**config.mk**
```make
export PLATFORM = sky130hd
export DESIGN_NAME = cfgport_decoder
export DESIGN_NICKNAME = d
export VERILOG_FILES = /design/src/rtl/cfgport_pkg.sv /design/src/rtl/cfgport_bitswap.sv /design/src/rtl/cfgport_hdr_decode.sv /design/src/rtl/cfgport_ctrl.sv /design/src/rtl/cfgport_decoder.sv
export SDC_FILE = /design/constraint.sdc
export NUM_CORES = 1
export LEC_CHECK = 0
export CELL_PAD_IN_SITES_DETAIL_PLACEMENT = 1
export CELL_PAD_IN_SITES_GLOBAL_PLACEMENT = 2
export CORE_UTILIZATION = 25
export DETAILED_ROUTE_END_ITERATION = 7
export PLACE_DENSITY = 0.81
export REMOVE_ABC_BUFFERS = 1
export SLEW_MARGIN = 20
export SYNTH_ARGS = -nofsm -noshare
export SYNTH_HDL_FRONTEND = slang
export SYNTH_SLANG_ARGS = --single-unit
```
**constraint.sdc**
```tcl
create_clock -name clk -period 3 [get_ports clk]
set_input_delay 0.6 -clock clk [delete_from_list [all_inputs] [get_ports clk]]
set_output_delay 0.6 -clock clk [all_outputs]
set_load 0.005 [all_outputs]
```
**src/rtl/cfgport_pkg.sv**
```systemverilog
package cfgport_pkg;
   typedef enum logic [1:0] {
      PEND_NONE = 2'd0,
      PEND_ADDR = 2'd1,
      PEND_CMD  = 2'd2
   } pend_e;

   typedef struct packed {
      logic is_noop;
      logic wr_addr;
      logic wr_cmd;
   } hdr_t;
endpackage

```
**src/rtl/cfgport_bitswap.sv**
```systemverilog
module cfgport_bitswap #(
   parameter int DATA_W = 32,
   parameter int BYTE_W = 8
) (
   input  logic [DATA_W-1:0] a,
   output logic [DATA_W-1:0] y
);
   localparam int NBYTES = DATA_W / BYTE_W;

   generate
      if (DATA_W % BYTE_W != 0) begin : g_bad_width
         $error("cfgport_bitswap: DATA_W must be a multiple of BYTE_W");
      end
      for (genvar b = 0; b < NBYTES; b++) begin : g_byte
         for (genvar i = 0; i < BYTE_W; i++) begin : g_bit
            assign y[b*BYTE_W + i] = a[b*BYTE_W + (BYTE_W-1-i)];
         end
      end
   endgenerate
endmodule

```
**src/rtl/cfgport_hdr_decode.sv**
```systemverilog
module cfgport_hdr_decode
   import cfgport_pkg::*;
#(
   parameter int          DATA_W   = 32,
   parameter logic [4:0]  ADDR_REG = 5'd16,
   parameter logic [4:0]  CMD_REG  = 5'd4
) (
   input  logic [DATA_W-1:0] w,
   output hdr_t              hdr
);
   localparam logic [2:0] TYPE1   = 3'b001;
   localparam logic [1:0] OP_NOOP = 2'b00;
   localparam logic [1:0] OP_WR   = 2'b10;

   generate
      if (DATA_W != 32) begin : g_bad_width
         $error("cfgport_hdr_decode: header layout needs DATA_W == 32");
      end
   endgenerate

   logic [2:0]  f_type;
   logic [1:0]  f_op;
   logic [4:0]  f_reg;
   logic [10:0] f_cnt;
   logic        rsv_zero;
   logic        is_write;

   always_comb begin
      f_type   = w[31:29];
      f_op     = w[28:27];
      f_reg    = w[17:13];
      f_cnt    = w[10:0];
      rsv_zero = (w[26:18] == '0) && (w[12:11] == '0);
      is_write = (f_type == TYPE1) && (f_op == OP_WR) && (f_cnt == 11'd1) && rsv_zero;
      hdr.is_noop = (f_type == TYPE1) && (f_op == OP_NOOP) && (f_cnt == '0)
                    && (f_reg == '0) && rsv_zero;
      hdr.wr_addr = is_write && (f_reg == ADDR_REG);
      hdr.wr_cmd  = is_write && (f_reg == CMD_REG);
   end
endmodule

```
**src/rtl/cfgport_ctrl.sv**
```systemverilog
module cfgport_ctrl
   import cfgport_pkg::*;
#(
   parameter int                 DATA_W    = 32,
   parameter logic [DATA_W-1:0]  SYNC_WORD = 32'hAA995566,
   parameter logic [DATA_W-1:0]  REPROG    = 32'h0000000F
) (
   input  logic              clk,
   input  logic              rst,
   input  logic              en_n,
   input  logic              rd_sel,
   input  logic [DATA_W-1:0] w,
   input  hdr_t              hdr,
   output logic [DATA_W-1:0] addr_q,
   output logic              boot_req,
   output logic [DATA_W-1:0] boot_addr,
   output logic              hdr_err
);
   logic  synced;
   pend_e pend;
   logic  take;

   assign take = !en_n && !rd_sel;

   always_ff @(posedge clk) begin
      if (rst) begin
         synced    <= 1'b0;
         pend      <= PEND_NONE;
         addr_q    <= '0;
         hdr_err   <= 1'b0;
         boot_req  <= 1'b0;
         boot_addr <= '0;
      end else begin
         boot_req <= 1'b0;
         if (en_n) begin
            pend <= PEND_NONE;
         end else if (take) begin
            if (!synced) begin
               if (w == SYNC_WORD) synced <= 1'b1;
            end else begin
               case (pend)
                  PEND_ADDR: begin
                     addr_q <= w;
                     pend   <= PEND_NONE;
                  end
                  PEND_CMD: begin
                     pend <= PEND_NONE;
                     if (w == REPROG) begin
                        boot_req  <= 1'b1;
                        boot_addr <= addr_q;
                        synced    <= 1'b0;
                     end
                  end
                  default: begin
                     if (hdr.wr_addr)      pend    <= PEND_ADDR;
                     else if (hdr.wr_cmd)  pend    <= PEND_CMD;
                     else if (!hdr.is_noop) hdr_err <= 1'b1;
                  end
               endcase
            end
         end
      end
   end

   AST_BOOT_ONE_CYCLE: assert property (@(posedge clk) disable iff (rst)
      boot_req |=> !boot_req);
   AST_BOOT_FROM_WRITE: assert property (@(posedge clk) disable iff (rst)
      boot_req |-> $past(take));
   AST_DESYNC_ON_BOOT: assert property (@(posedge clk) disable iff (rst)
      boot_req |-> !synced);
   AST_IDLE_CANCELS: assert property (@(posedge clk) disable iff (rst)
      en_n |=> (pend == PEND_NONE));
   AST_ERR_STICKY: assert property (@(posedge clk) disable iff (rst)
      hdr_err |=> hdr_err);
   AST_PRESYNC_NO_PEND: assert property (@(posedge clk) disable iff (rst)
      !synced |-> (pend == PEND_NONE));
endmodule

```
**src/rtl/cfgport_decoder.sv**
```systemverilog
module cfgport_decoder
   import cfgport_pkg::*;
#(
   parameter int                 DATA_W    = 32,
   parameter int                 BYTE_W    = 8,
   parameter logic [DATA_W-1:0]  SYNC_WORD = 32'hAA995566,
   parameter logic [DATA_W-1:0]  REPROG    = 32'h0000000F,
   parameter logic [4:0]         ADDR_REG  = 5'd16,
   parameter logic [4:0]         CMD_REG   = 5'd4
) (
   input  logic              clk,
   input  logic              rst,
   input  logic              en_n,
   input  logic              rd_sel,
   input  logic [DATA_W-1:0] din,
   output logic [DATA_W-1:0] dout,
   output logic              boot_req,
   output logic [DATA_W-1:0] boot_addr,
   output logic              hdr_err
);
   logic [DATA_W-1:0] w_dec;
   logic [DATA_W-1:0] addr_q;
   logic [DATA_W-1:0] addr_sw;
   hdr_t              hdr;
   logic              rd_cycle;

   cfgport_bitswap #(.DATA_W(DATA_W), .BYTE_W(BYTE_W)) u_swap_in (
      .a(din), .y(w_dec));

   cfgport_bitswap #(.DATA_W(DATA_W), .BYTE_W(BYTE_W)) u_swap_out (
      .a(addr_q), .y(addr_sw));

   cfgport_hdr_decode #(.DATA_W(DATA_W), .ADDR_REG(ADDR_REG), .CMD_REG(CMD_REG)) u_hdr (
      .w(w_dec), .hdr(hdr));

   cfgport_ctrl #(.DATA_W(DATA_W), .SYNC_WORD(SYNC_WORD), .REPROG(REPROG)) u_ctrl (
      .clk(clk), .rst(rst), .en_n(en_n), .rd_sel(rd_sel), .w(w_dec), .hdr(hdr),
      .addr_q(addr_q), .boot_req(boot_req), .boot_addr(boot_addr), .hdr_err(hdr_err));

   assign rd_cycle = !en_n && rd_sel;

   always_ff @(posedge clk) begin
      if (rst)           dout <= '0;
      else if (rd_cycle) dout <= addr_sw;
   end

   AST_DOUT_HOLDS: assert property (@(posedge clk) disable iff (rst)
      !rd_cycle |=> $stable(dout));
endmodule

```
# Yosys cells after proc, flatten, opt, wreduce, memory -nomap -nowiden
# Cells that the tools add are included.
# totals
in_bits	36
register_bits	101
output_inout_bits	66
elab_cells	60
# classes
eq_ne	9
n_reduce_logical	28
n_mux	8
bitwise_logic	8
# op_table
op	n
$eq 32x32->1 const B	1
$eq 32x4->1 const B	1
$logic_and 1x1->1	12
$eq 11x1->1 const B	1
$logic_not 11->1	1
$logic_not 9->1	1
$not 1->1	8
$reduce_and 7->1	1
$mux 2	3
$eq 5x3->1 const B	1
$eq 5x5->1 const B	1
$logic_not 5->1	1
$mux 1	5
$reduce_and 5->1	1
$reduce_or 5->1	1
$eq 2x2->1 const B	2
$logic_not 2->1	2
$reduce_and 4->1	1
$reduce_or 2->1	2
$eq 3x1->1 const B	1
$reduce_and 3->1	1
$reduce_bool 3->1	1
$eq 2x1->1 const B	1
$logic_not 1->1	2
$reduce_and 2->1	1

# Depth between registers and ports, before layout
# Gate-level depths: netlist of run 1.
# depth
depth_word	8
mapped_depth	8
mapped_depth_nobuf	6

# By module
# From an unflattened synthesis of run 1, not the netlist that was laid out.
# unflattened
cells_unflattened	562
area_unflattened_um2	5022.3
# by_module_without_submodules
mod	cells_per_inst	area_per_inst_um2	instances
cfgport_ctrl	338	2861.5	1
cfgport_decoder	145	1575.3	1
cfgport_bitswap	32	240.2	2
cfgport_hdr_decode	15	105.1	1

# Least setup slack after synthesis of run 1
# OpenSTA, ideal clock, no wires.
# synth_timing
kind	input port to flip-flop
startpoint	input din[2]
endpoint	register u_ctrl.boot_addr[10]
arrival_ns	2.550
cell_stages	7
setup_time_ns	0.143
t_required_ns	2.857
path_slack_ns	0.306
path_cell_list	or4_4 -> or4_4 -> or4_4 -> buf_6 -> buf_12 -> nand2_2 -> a21oi_2
# synth_between
elab_chain_cells	2
# synth_lines
element	line_no	text
start, declared	cfgport_decoder.sv:15	input logic [DATA_W-1:0] din,
$eq 32x4->1	cfgport_ctrl.sv:48	if (w == REPROG) begin
$reduce_and 5->1 (no line)	--	
end signal, assigned	cfgport_ctrl.sv:50	boot_addr <= addr_q;
end, declared	cfgport_ctrl.sv:16	output logic [DATA_W-1:0] boot_addr,
# Every way passes these cells.
# A chain may end at the register's enable or synchronous reset.

# Final worst setup path of run 1
# layout_timing
startpoint	input din[3]
endpoint	register u_ctrl.boot_addr[15]
# The elaborated chain is that of the path after synthesis.

==> summary.md, run 1 <==
| Metric | Value |
|---|---|
| Status | completed |
| H-tree levels | 3 |
| CTS tree | yes |
| Detail Route Antenna Nets | 0 |
| Postcts setup bufs | 0 |
| Syn Inst Count | a little under 500 |
| Worst setup margin | approximately 0.16 ns |
| Io pins | a little over 100 |
| First-pass GRT wire length | slightly above 20000 um |
| Post-synth ARST share | 0% |
| Reg2reg end | u_ctrl.boot_addr[15] |
| Final hold vios | 0 |
| Initial antenna violation count | 0 |
| Top post-synthesis cells by area | dfxtp_1 50%, nand2_1 15%, a21oi_1 8.6% |
| Final Wtd Congestion | 0.763 |
| Row cnt | between 40 and 50 |
| Nets | roughly 630 |
| Final cell count without fillers | around 800 |
| Filler instances | 1860 |
| Post-synth EDFFs | 0 |
| Core Util, Final | a little over a third |
| TritonRoute pass-1 iters | 4 |
| Worst-path fanout max | 12 |
| CTS clk-pin slew, worst paths | approximately 0.070 ns |
| Worst Skew | 0.00740 ns |
| Synth top area share | around 50% |
| Worst setup path start | din[3] |
| HPWL Detailed | around 9000 um |
| CP required | around 3.3 ns |
| Placed Cells | 801 |
| Worst slew pin tran | around 0.64 ns |
| Critical path's top delay family | simple AND/OR/NAND/NOR gates |
| Mapped cell area | 0.00403 mm2 |
| Diodes inserted | 0 |
| Clock latency on the worst-skew pair | 0.34 ns |
| MaxCap Viol Count | 0 |
| Global route overflow | 0 |
| Dpl ws | -0.192 ns |
| Die height | between 100 and 150 um |
| Crit path capture | u_ctrl.boot_addr[15] |
| RR Startpoint | u_ctrl.pend[0] |
| Via count | around 3.7k |
| CP most frequent cell | buf_4 |
| CP Class | in -> reg |
| Hold Crit Class | reg -> reg |
| Leakage | ~1.8 nW |
| Bufs on Longest Clock Path | 2 |
| Largest net degree at the start of global routing | 54 |
| Peak supply drop | 250 uV |
| FMAX | 352 MHz |
| Hold_buf cts | 0 |
| Count of input and output buffers | 101 |
| Relative slew slack | 57.5% |
| Seq cells post-synth | a little over 100 |
| Routed wire length | roughly 13000 um |
| Tmin final | between 2 and 3 ns |
| Critical-path cell list | clkdlybuf4s50_1 > or4_1 > or4_4 > buf_4 > nor4_4 > buf_4 > nand2_1 > a21oi_2 |
| Ys Warns | 0 |
| Register area share after synthesis | 50.2% |
| Layout cells sized above 1 | around a fifth |
| Layout area overhead | 41.0% |
| RSZ-0062 raised after global routing | false |
| Number of stages on the worst setup path | 8 |
| DIE AREA | approximately 0.017 mm2 |
| Cell area after layout | 0.00568 mm2 |
| Worst Reg-to-Reg Cells | 8 |
| Setup crit end kind | register |
| Max incr delay on CP | approximately 0.60 ns |
| Initial DRC Count | around 150 |
| DRC | 0 |
| Synth cell count leaders | 166 x nand2_1, 101 x dfxtp_1, 69 x a21oi_1 |
| Hold Slack | ~0.45 ns |
| Crit path launch type | primary input |
| PwrDens | 479 mW/mm2 |
| CP max stage cell | or4_1 |
| DP Area | around 0.0054 mm2 |
| Sink Count | 101 |
| CTS root buffer | clkbuf_16 |
| CTS buffer count | 9 |
| Slew Viols, Final | 0 |
| Chip Width | about 130 um |
| Initial core utilization | 25.5% |
| Most common cell in the netlist | nand2_1 |
| Multi-input gate area | between 0.0015 and 0.002 mm2 |
| Total GRT Usage | 15.8% |
| Tot Pwr | between 2 and 3 mW |
| Avg WL per Cell | ~15 um |
| Critical path buffers and inverters | 3 |
| Area leader, netlist | dfxtp_1 |
| Synthesized area per cell | a little over 8 um2 |
| Vias in the first global route | 3889 |
| FF+latch area | 0.00202 mm2 |
| Synth Flop Type | dfxtp_1 |
| Tcrit/Tclk final | between 90% and 100% |
| Reg2Reg Setup Slack | between 1 and 1.5 ns |
| Placeable Area | about 0.016 mm2 |
| Crit path DAT | between 3 and 4 ns |
| Setup violations, final | 0 |
| CTS resizes | 0 |
| Library cells used by synthesis | 35 |
| Vias per cell | around 4.5 |
| Setup TNS Final | 0 ns |
[per-layer routing]
metal / wire (um) / part of all wire, % / vias to the layer above / GRT usage, %
met5: 0 / 0 / - / 0
met4: 253 / 2.0 / 0 / 6.16
met3: 413 / 3.3 / 15 / 2.66
met2: 6220 / 49 / 69 / 27.4
met1: 5740 / 45 / 1797 / 19.6
li1: - / - / 1825 / -
[state kept, by name, summed over array words and instances (netlist names)]
register and count:
dout 32, u_ctrl.addr_q 32, u_ctrl.boot_addr 32, u_ctrl.pend 2
u_ctrl.boot_req 1, u_ctrl.hdr_err 1, u_ctrl.synced 1
[report_power, final]
group	internal [mW]	switching (mW)
logic	0.0619	0.0818
registers	1.34	0.00000000000357
clock network	0.730	0.506
[tightest hold or removal path, delay by kind of cell (launching register included)]
| kind | cells | cell delay [ns] |
|---|---|---|
| flip-flops | 1 | 0.31 |
| AND/OR/NAND/NOR | 1 | 0.05 |
| AO/OA/AOI/OAI | 1 | 0.05 |
[area by class of cell]
class / count / area share [%]
Clock buffer: 10 / 4.03
Sequential cell: 101 / 35.6
Timing Repair Buffer: 128 / 21.7
Multi-Input combinational cell: 350 / 32.0
Inverter: 6 / 0.396
Clock inverter: 6 / 1.54
Tap cell: 216 / 4.75
[how the worst min path moves through the flow]
stage / from / end / slack, ns / cells past startpoint
after floorplan: u_ctrl.hdr_err / u_ctrl.hdr_err / 0.44 / 2
after global placement: dout[31] / dout[31] / 0.45 / 2
after detailed placement: dout[13] / dout[13] / 0.45 / 2
after CTS: dout[13] / dout[13] / 0.46 / 2
after global routing: u_ctrl.boot_addr[13] / u_ctrl.boot_addr[13] / 0.47 / 2
final: dout[13] / dout[13] / 0.45 / 2
[kinds of logic after synthesis]
| logic type | after synthesis | share of synthesized area [%] |
|---|---|---|
| AO/OA/AOI/OAI | 104 | 16.0 |
| adder cells (fa/ha/maj) | 2 | 0.621 |
| multiplexers | 1 | 0.248 |
| AND/OR/NAND/NOR | 243 | 27.9 |
| flip-flops | 101 | 50.2 |
| buffers and inverters | 38 | 5.03 |
[layout by cell type, fill, tap and decap left out, drive strengths merged, types with 2 or more instances in the layout]
cell type and instances:
and3 2, bufinv 2, or4 5, and2 2, dfxtp 101, clkdlybuf4s50 100, nor4 8, nand3 2
ha 2, nand2b 3, clkbuf 10, nand4 7, buf 28, nor2b 2, clkinvlp 3, nand2 196
nor3 7, inv 6, a21oi 99, nor2 4
(Power assumes the default switching activity.)
==> run 2: changes to the inputs <==
PLACE_DENSITY = 0.84   (was 0.81)
clock period = 2.44 ns   (was 3 ns; I/O delays follow)
==> summary.md, run 2 (synthesized netlist as in run 1, its figures left out) <==
| Metric | Value |
|---|---|
| Status | complete, but fails checks (was completed) |
| Io pins | 102 (unchanged) |
| RR Startpoint | u_ctrl.pend[0] (unchanged) |
| GR Layer Usage met2 | 29.9% (was 27.4%) |
| Vias in the first global route | 4088 (was 3889) |
| Violated checks | negative setup slack |
| Setup crit end kind | register (unchanged) |
| Row cnt | 46 (unchanged) |
| First-pass GRT wire length | 21500 um (was 20200 um) |
| Hold Crit Class | in -> reg (was reg -> reg) |
| Via count | 3914 (was 3706) |
| Most common cell after layout, fill and taps aside | nand2_1 (unchanged) |
| Relative slew slack | 49.1% (was 57.5%) |
| Reg2Reg Setup Slack | 0.52 ns (was 1.26 ns) |
| Sw Share | 23.1% (was 21.6%) |
| Gate power share | 6.2% (was 5.3%) |
| H-tree levels | 3 (unchanged) |
| Met1 Use GR | 20.1% (was 19.6%) |
| Met3 Use GR | 4.45% (was 2.66%) |
| Hold Slack | 0.405 ns (was 0.455 ns) |
| Nets | 662 (was 634) |
| Vias per cell | 4.63 (was 4.54) |
| Reg2reg end | u_ctrl.boot_addr[22] (was u_ctrl.boot_addr[15]) |
| CTS tree | yes (unchanged) |
| Slew Viols, Final | 0 (unchanged) |
| Die height | 129 um (unchanged) |
| Setup violations, final | 25 (was 0) |
| Multi-input gate area | 0.00192 mm2 (was 0.00182 mm2) |
| Cell area after layout | 0.00603 mm2 (was 0.00568 mm2) |
| Global route overflow | 0 (unchanged) |
| Core Util, Final | 38.1% (was 35.9%) |
| Worst slew pin tran | 0.763 ns (was 0.638 ns) |
| DIE AREA | 0.0166 mm2 (unchanged) |
| Initial antenna violation count | 0 (unchanged) |
| Worst Reg-to-Reg Cells | 8 (unchanged) |
| Total GRT Usage | 17.2% (was 15.8%) |
| Diodes inserted | 0 (unchanged) |
| Largest net degree at the start of global routing | 59 (was 54) |
| Share of power burned in the clock network | 42.4% (was 45.5%) |
| Hold Crit Depth | 3 (was 2) |
| Final Wtd Congestion | 0.781 (was 0.763) |
| Seq pwr share | 51.5% (was 49.3%) |
| Switching pwr | 0.739 mW (was 0.588 mW) |
| CTS root buffer | clkbuf_16 (unchanged) |
| DRC | 0 (unchanged) |
| Worst-path fanout max | 6 (was 12) |
| Int Pwr | 2.46 mW (was 2.13 mW) |
| Commonest cells after routing, fill and taps aside | 164 x nand2_1, 101 x dfxtp_1, 90 x clkdlybuf4s50_1 (was 166 x nand2_1, 101 x dfxtp_1, 100 x clkdlybuf4s50_1) |
| TritonRoute pass-1 iters | 5 (was 4) |
| Detail Route Antenna Nets | 0 (unchanged) |
| Worst setup margin | -0.0462 ns (was 0.161 ns) |
| Crit path DAT | 2.69 ns (was 3.11 ns) |
| MaxCap Viol Count | 0 (unchanged) |
| Dpl ws | -0.685 ns (was -0.192 ns) |
| Chip Width | 129 um (unchanged) |
| Avg WL per Cell | 16.2 um (was 15.5 um) |
| DP Area | 0.00555 mm2 (was 0.00537 mm2) |
| CP Class | in -> reg (unchanged) |
| Layout cells sized above 1 | 23.8% (was 18.6%) |
| Sink Count | 101 (unchanged) |
| Tcrit/Tclk final | 102% |
| PwrDens | 531 mW/mm2 (was 479 mW/mm2) |
| Filler instances | 1851 (was 1860) |
| CP required | 2.64 ns (was 3.27 ns) |
| Bufs on Longest Clock Path | 2 (unchanged) |
| Largest regs | dout (32), u_ctrl.addr_q (32), u_ctrl.boot_addr (32) (unchanged) |
| Worst Skew | 0.00856 ns (was 0.00740 ns) |
| Placeable Area | 0.0158 mm2 (unchanged) |
| Routed wire length | 13700 um (was 12600 um) |
| Crit path launch type | primary input (unchanged) |
| CTS buffer count | 9 (unchanged) |
| Hold EP | u_ctrl.addr_q[7] (was dout[13]) |
| FF+latch area | 0.00202 mm2 (unchanged) |
| GR peak layer | met2 (unchanged) |
| Peak supply drop | 311 uV (was 250 uV) |
| Layout area overhead | 49.6% (was 41.0%) |
| Hold Crit Start | din[0] (was dout[13]) |
| Clock latency on the worst-skew pair | 0.35 ns (was 0.34 ns) |
| FMAX | between 400 and 500 MHz |
| Tmin final | 2.49 ns |
| Initial DRC Count | 176 (was 151) |
| CTS clk-pin slew, worst paths | 0.07 ns (about the same) |
| Count of input and output buffers | 101 (unchanged) |
| Final hold vios | 0 (unchanged) |
| RSZ-0062 raised after global routing | true (was false) |
| Initial core utilization | 25.5% (unchanged) |
| Leakage | 1.97 nW (was 1.78 nW) |
| HPWL Detailed | 9650 um (was 9250 um) |
run 2: power by group through the flow:
stage	clock (mW)	combinational, mW	sequential [mW]
after floorplan	0	0.0263	1.69
after global placement	0	0.198	1.69
after detailed placement	0	0.200	1.69
after CTS	1.39	0.198	1.65
after global routing	1.47	0.211	1.65
final	1.36	0.197	1.65
run 2: how the worst max path moves through the flow:
stage / start / endpoint
6_report: din[1] / u_ctrl.boot_addr[22]
5_1_grt: din[1] / u_ctrl.boot_addr[4]
4_1_cts: din[1] / u_ctrl.boot_addr[27]
3_5_place_dp: din[2] / u_ctrl.boot_addr[8]
3_3_place_gp: din[2] / u_ctrl.boot_addr[6]
2_1_floorplan: din[2] / u_ctrl.boot_addr[10]
run 2: critical path, cell delays in order:
cell and delay, ns:
buf_6 0.10, or4_4 0.53, or4_4 0.56, or4_4 0.58, buf_12 0.18, buf_12 0.15, nand2_4 0.06, a21oi_2 0.04
run 2: cell type report:
cell class	count	share of cell area (%)
inverter	6	0.373
clock buffer	13	4.15
timing repair buffer	156	25.2
multi-input combinational	350	31.9
clock inverter	3	0.353
sequential	101	33.5
tap	216	4.48
run 2: per-stage QoR:
stage / power [mW] / setup TNS (ns) / instances
2_1_floorplan: 1.71 / -12.93 / 457
3_3_place_gp: 1.88 / -22.75 / 824
3_5_place_dp: 1.89 / -23.04 / 824
4_1_cts: 3.23 / -0.773 / 845
5_1_grt: 3.32 / -0.638 / 845
6_report: 3.20 / -0.623 / 845
run 2: per-layer routing:
metal | routed length, um | vias up | part of all wire, %
li1 | - | 1888 | -
met5 | 0 | - | 0
met4 | 327 | 0 | 2.4
met1 | 5930 | 1897 | 43
met2 | 6820 | 100 | 50
met3 | 647 | 29 | 4.7
run 2: timing repair:
action,in CTS,in global routing
hold buffers,0,0
gates cloned,3,0
buffers inserted,2,0
resized for setup,56,3
pin swaps,22,3
setup endpoints to repair,36,32
==> run 3: changes to the inputs <==
CORE_ASPECT_RATIO = 0.8   (was default)
==> summary.md, run 3 (synthesized netlist as in run 1, its figures left out) <==
| Metric | Value |
|---|---|
| Status | completed (was complete, but fails checks) |
| Final Wtd Congestion | 0.809 (was 0.781) |
| Layout cells sized above 1 | 24.8% (was 23.8%) |
| Bufs on Longest Clock Path | 2 (unchanged) |
| HPWL Detailed | 9420 um (was 9650 um) |
| DP Area | 0.00560 mm2 (was 0.00555 mm2) |
| Largest net degree at the start of global routing | 46 (was 59) |
| Worst-path fanout max | 7 (was 6) |
| Most common cell after layout, fill and taps aside | nand2_1 (unchanged) |
| Row cnt | 41 (was 46) |
| Initial core utilization | 25.6% (was 25.5%) |
| Initial DRC Count | 92 (was 176) |
| Hold Crit Depth | 3 (unchanged) |
| Worst slew pin tran | 0.485 ns (was 0.763 ns) |
| First-pass GRT wire length | 21000 um (was 21500 um) |
| Peak supply drop | 293 uV (was 311 uV) |
| Clock latency on the worst-skew pair | 0.35 ns (about the same) |
| Initial antenna violation count | 0 (unchanged) |
| CP required | 2.66 ns (was 2.64 ns) |
| Crit path DAT | 2.62 ns (was 2.69 ns) |
| FMAX | 417 MHz (was 402 MHz) |
| Worst Reg-to-Reg Cells | 8 (unchanged) |
| Detail Route Antenna Nets | 0 (unchanged) |
| CTS buffer count | 9 (unchanged) |
| Routed wire length | 13200 um (was 13700 um) |
| CTS root buffer | clkbuf_16 (unchanged) |
| Hold_buf cts | 0 (unchanged) |
| H-tree levels | 3 (unchanged) |
| Layout area overhead | 49.8% (was 49.6%) |
| Hold Crit Class | in -> reg (unchanged) |
| DIE AREA | 0.0166 mm2 (about the same) |
| CTS clk-pin slew, worst paths | 0.07 ns (about the same) |
| Hold Slack | 0.405 ns (about the same) |
| Die height | 116 um (was 129 um) |
| Setup crit end kind | register (unchanged) |
| Commonest cells after routing, fill and taps aside | 165 x nand2_1, 101 x dfxtp_1, 90 x clkdlybuf4s50_1 (was 164 x nand2_1, 101 x dfxtp_1, 90 x clkdlybuf4s50_1) |
| Final hold vios | 0 (unchanged) |
| Tot Pwr | 3.45 mW (was 3.20 mW) |
| TritonRoute pass-1 iters | 4 (was 5) |
| Tmin final | 2.40 ns (was 2.49 ns) |
| Relative slew slack | 67.7% (was 49.1%) |
| Vias in the first global route | 4020 (was 4088) |
| Global route overflow | 0 (unchanged) |
| Cell area after layout | 0.00604 mm2 (was 0.00603 mm2) |
| CTS tree | yes (unchanged) |
| Placeable Area | 0.0157 mm2 (was 0.0158 mm2) |
| CP Class | in -> reg (unchanged) |
| PwrDens | 572 mW/mm2 (was 531 mW/mm2) |
| Final cell count without fillers | 851 (was 845) |
| Tcrit/Tclk final | 98.3% (was 102%) |
| Sink Count | 101 (unchanged) |
| MaxCap Viol Count | 0 (unchanged) |
| Core Util, Final | 38.3% (was 38.1%) |
| Placed Cells | 829 (was 824) |
| Count of input and output buffers | 101 (unchanged) |
| Slew Viols, Final | 0 (unchanged) |
| Vias per cell | 4.49 (was 4.63) |
| Avg WL per Cell | 15.6 um (was 16.2 um) |
| Diodes inserted | 0 (unchanged) |
| Io pins | 102 (unchanged) |
| Largest regs | dout (32), u_ctrl.addr_q (32), u_ctrl.boot_addr (32) (unchanged) |
| Crit path launch type | primary input (unchanged) |
| Chip Width | 144 um (was 129 um) |
| Nets | 669 (was 662) |
| Setup violations, final | 0 (was 25) |
| DRC | 0 (unchanged) |
| Leakage | 2.02 nW (was 1.97 nW) |
| Worst Skew | 0.00506 ns (was 0.00856 ns) |
| Via count | 3823 (was 3914) |
| Total GRT Usage | 16.9% (was 17.2%) |
==> run 3: path summary, 6_finish.rpt <==
| check | start | endpoint | slack [ns] |
|---|---|---|---|
| max | din[13] | u_ctrl.boot_addr[1] | 0.04 |
| min | din[0] | u_ctrl.addr_q[7] | 0.41 |
| max reg2reg | u_ctrl.pend[0] | u_ctrl.boot_addr[1] | 0.64 |
| min reg2reg | dout[16] | dout[16] | 0.46 |
==> run 3: metal layers <==
layer / part of all wire [%] / global-route usage, % / up-vias
met1: 47 / 21.1 / 1849
met5: 0 / 0 / -
met2: 48 / 28.6 / 65
met4: 1.1 / 5.11 / 0
met3: 4.4 / 4.09 / 11
li1: - / - / 1898
==> run 3: layout make-up <==
| class | instances | area [um2] |
|---|---|---|
| clock buffer | 11 | 253 |
| fill | 1870 | 9710 |
| multi-input combinational | 350 | 1840 |
| sequential | 101 | 2020 |
| inverter | 6 | 22.5 |
| clock inverter | 5 | 81.3 |
| tap | 215 | 269 |
| timing repair buffer | 163 | 1550 |
==> run 3: timing repair <==
action | CTS | global route
buffers inserted | 3 | 0
pin swaps | 7 | 4
setup endpoints to repair | 36 | 26
gates cloned | 3 | 0
gates resized for setup | 31 | 7
hold endpoints to repair | 0 | 0
==> run 3: per-stage QoR <==
step / setup slack [ns] / TNS (ns)
after CTS: -0.00168 / -0.00236
after detailed placement: -0.649 / -21.59
after floorplan: -0.398 / -12.93
after global routing: -0.0240 / -0.0317
final: 0.0419 / 0
after global placement: -0.594 / -20.51
==> run 3: report_power, final <==
part           total (mW)     switching, mW  internal, mW
clock network        1.60             0.645         0.957
logic               0.202             0.105        0.0971
registers            1.65  0.00000000000347          1.65
total                3.45             0.750          2.70
==> run 3: worst max-delay path, stage by stage <==
cell	delay, ns
clkdlybuf4s15_1	0.21
or4_4	0.44
or4_4	0.49
or4_4	0.57
buf_12	0.16
buf_12	0.14
nand2_2	0.07
a21oi_2	0.04
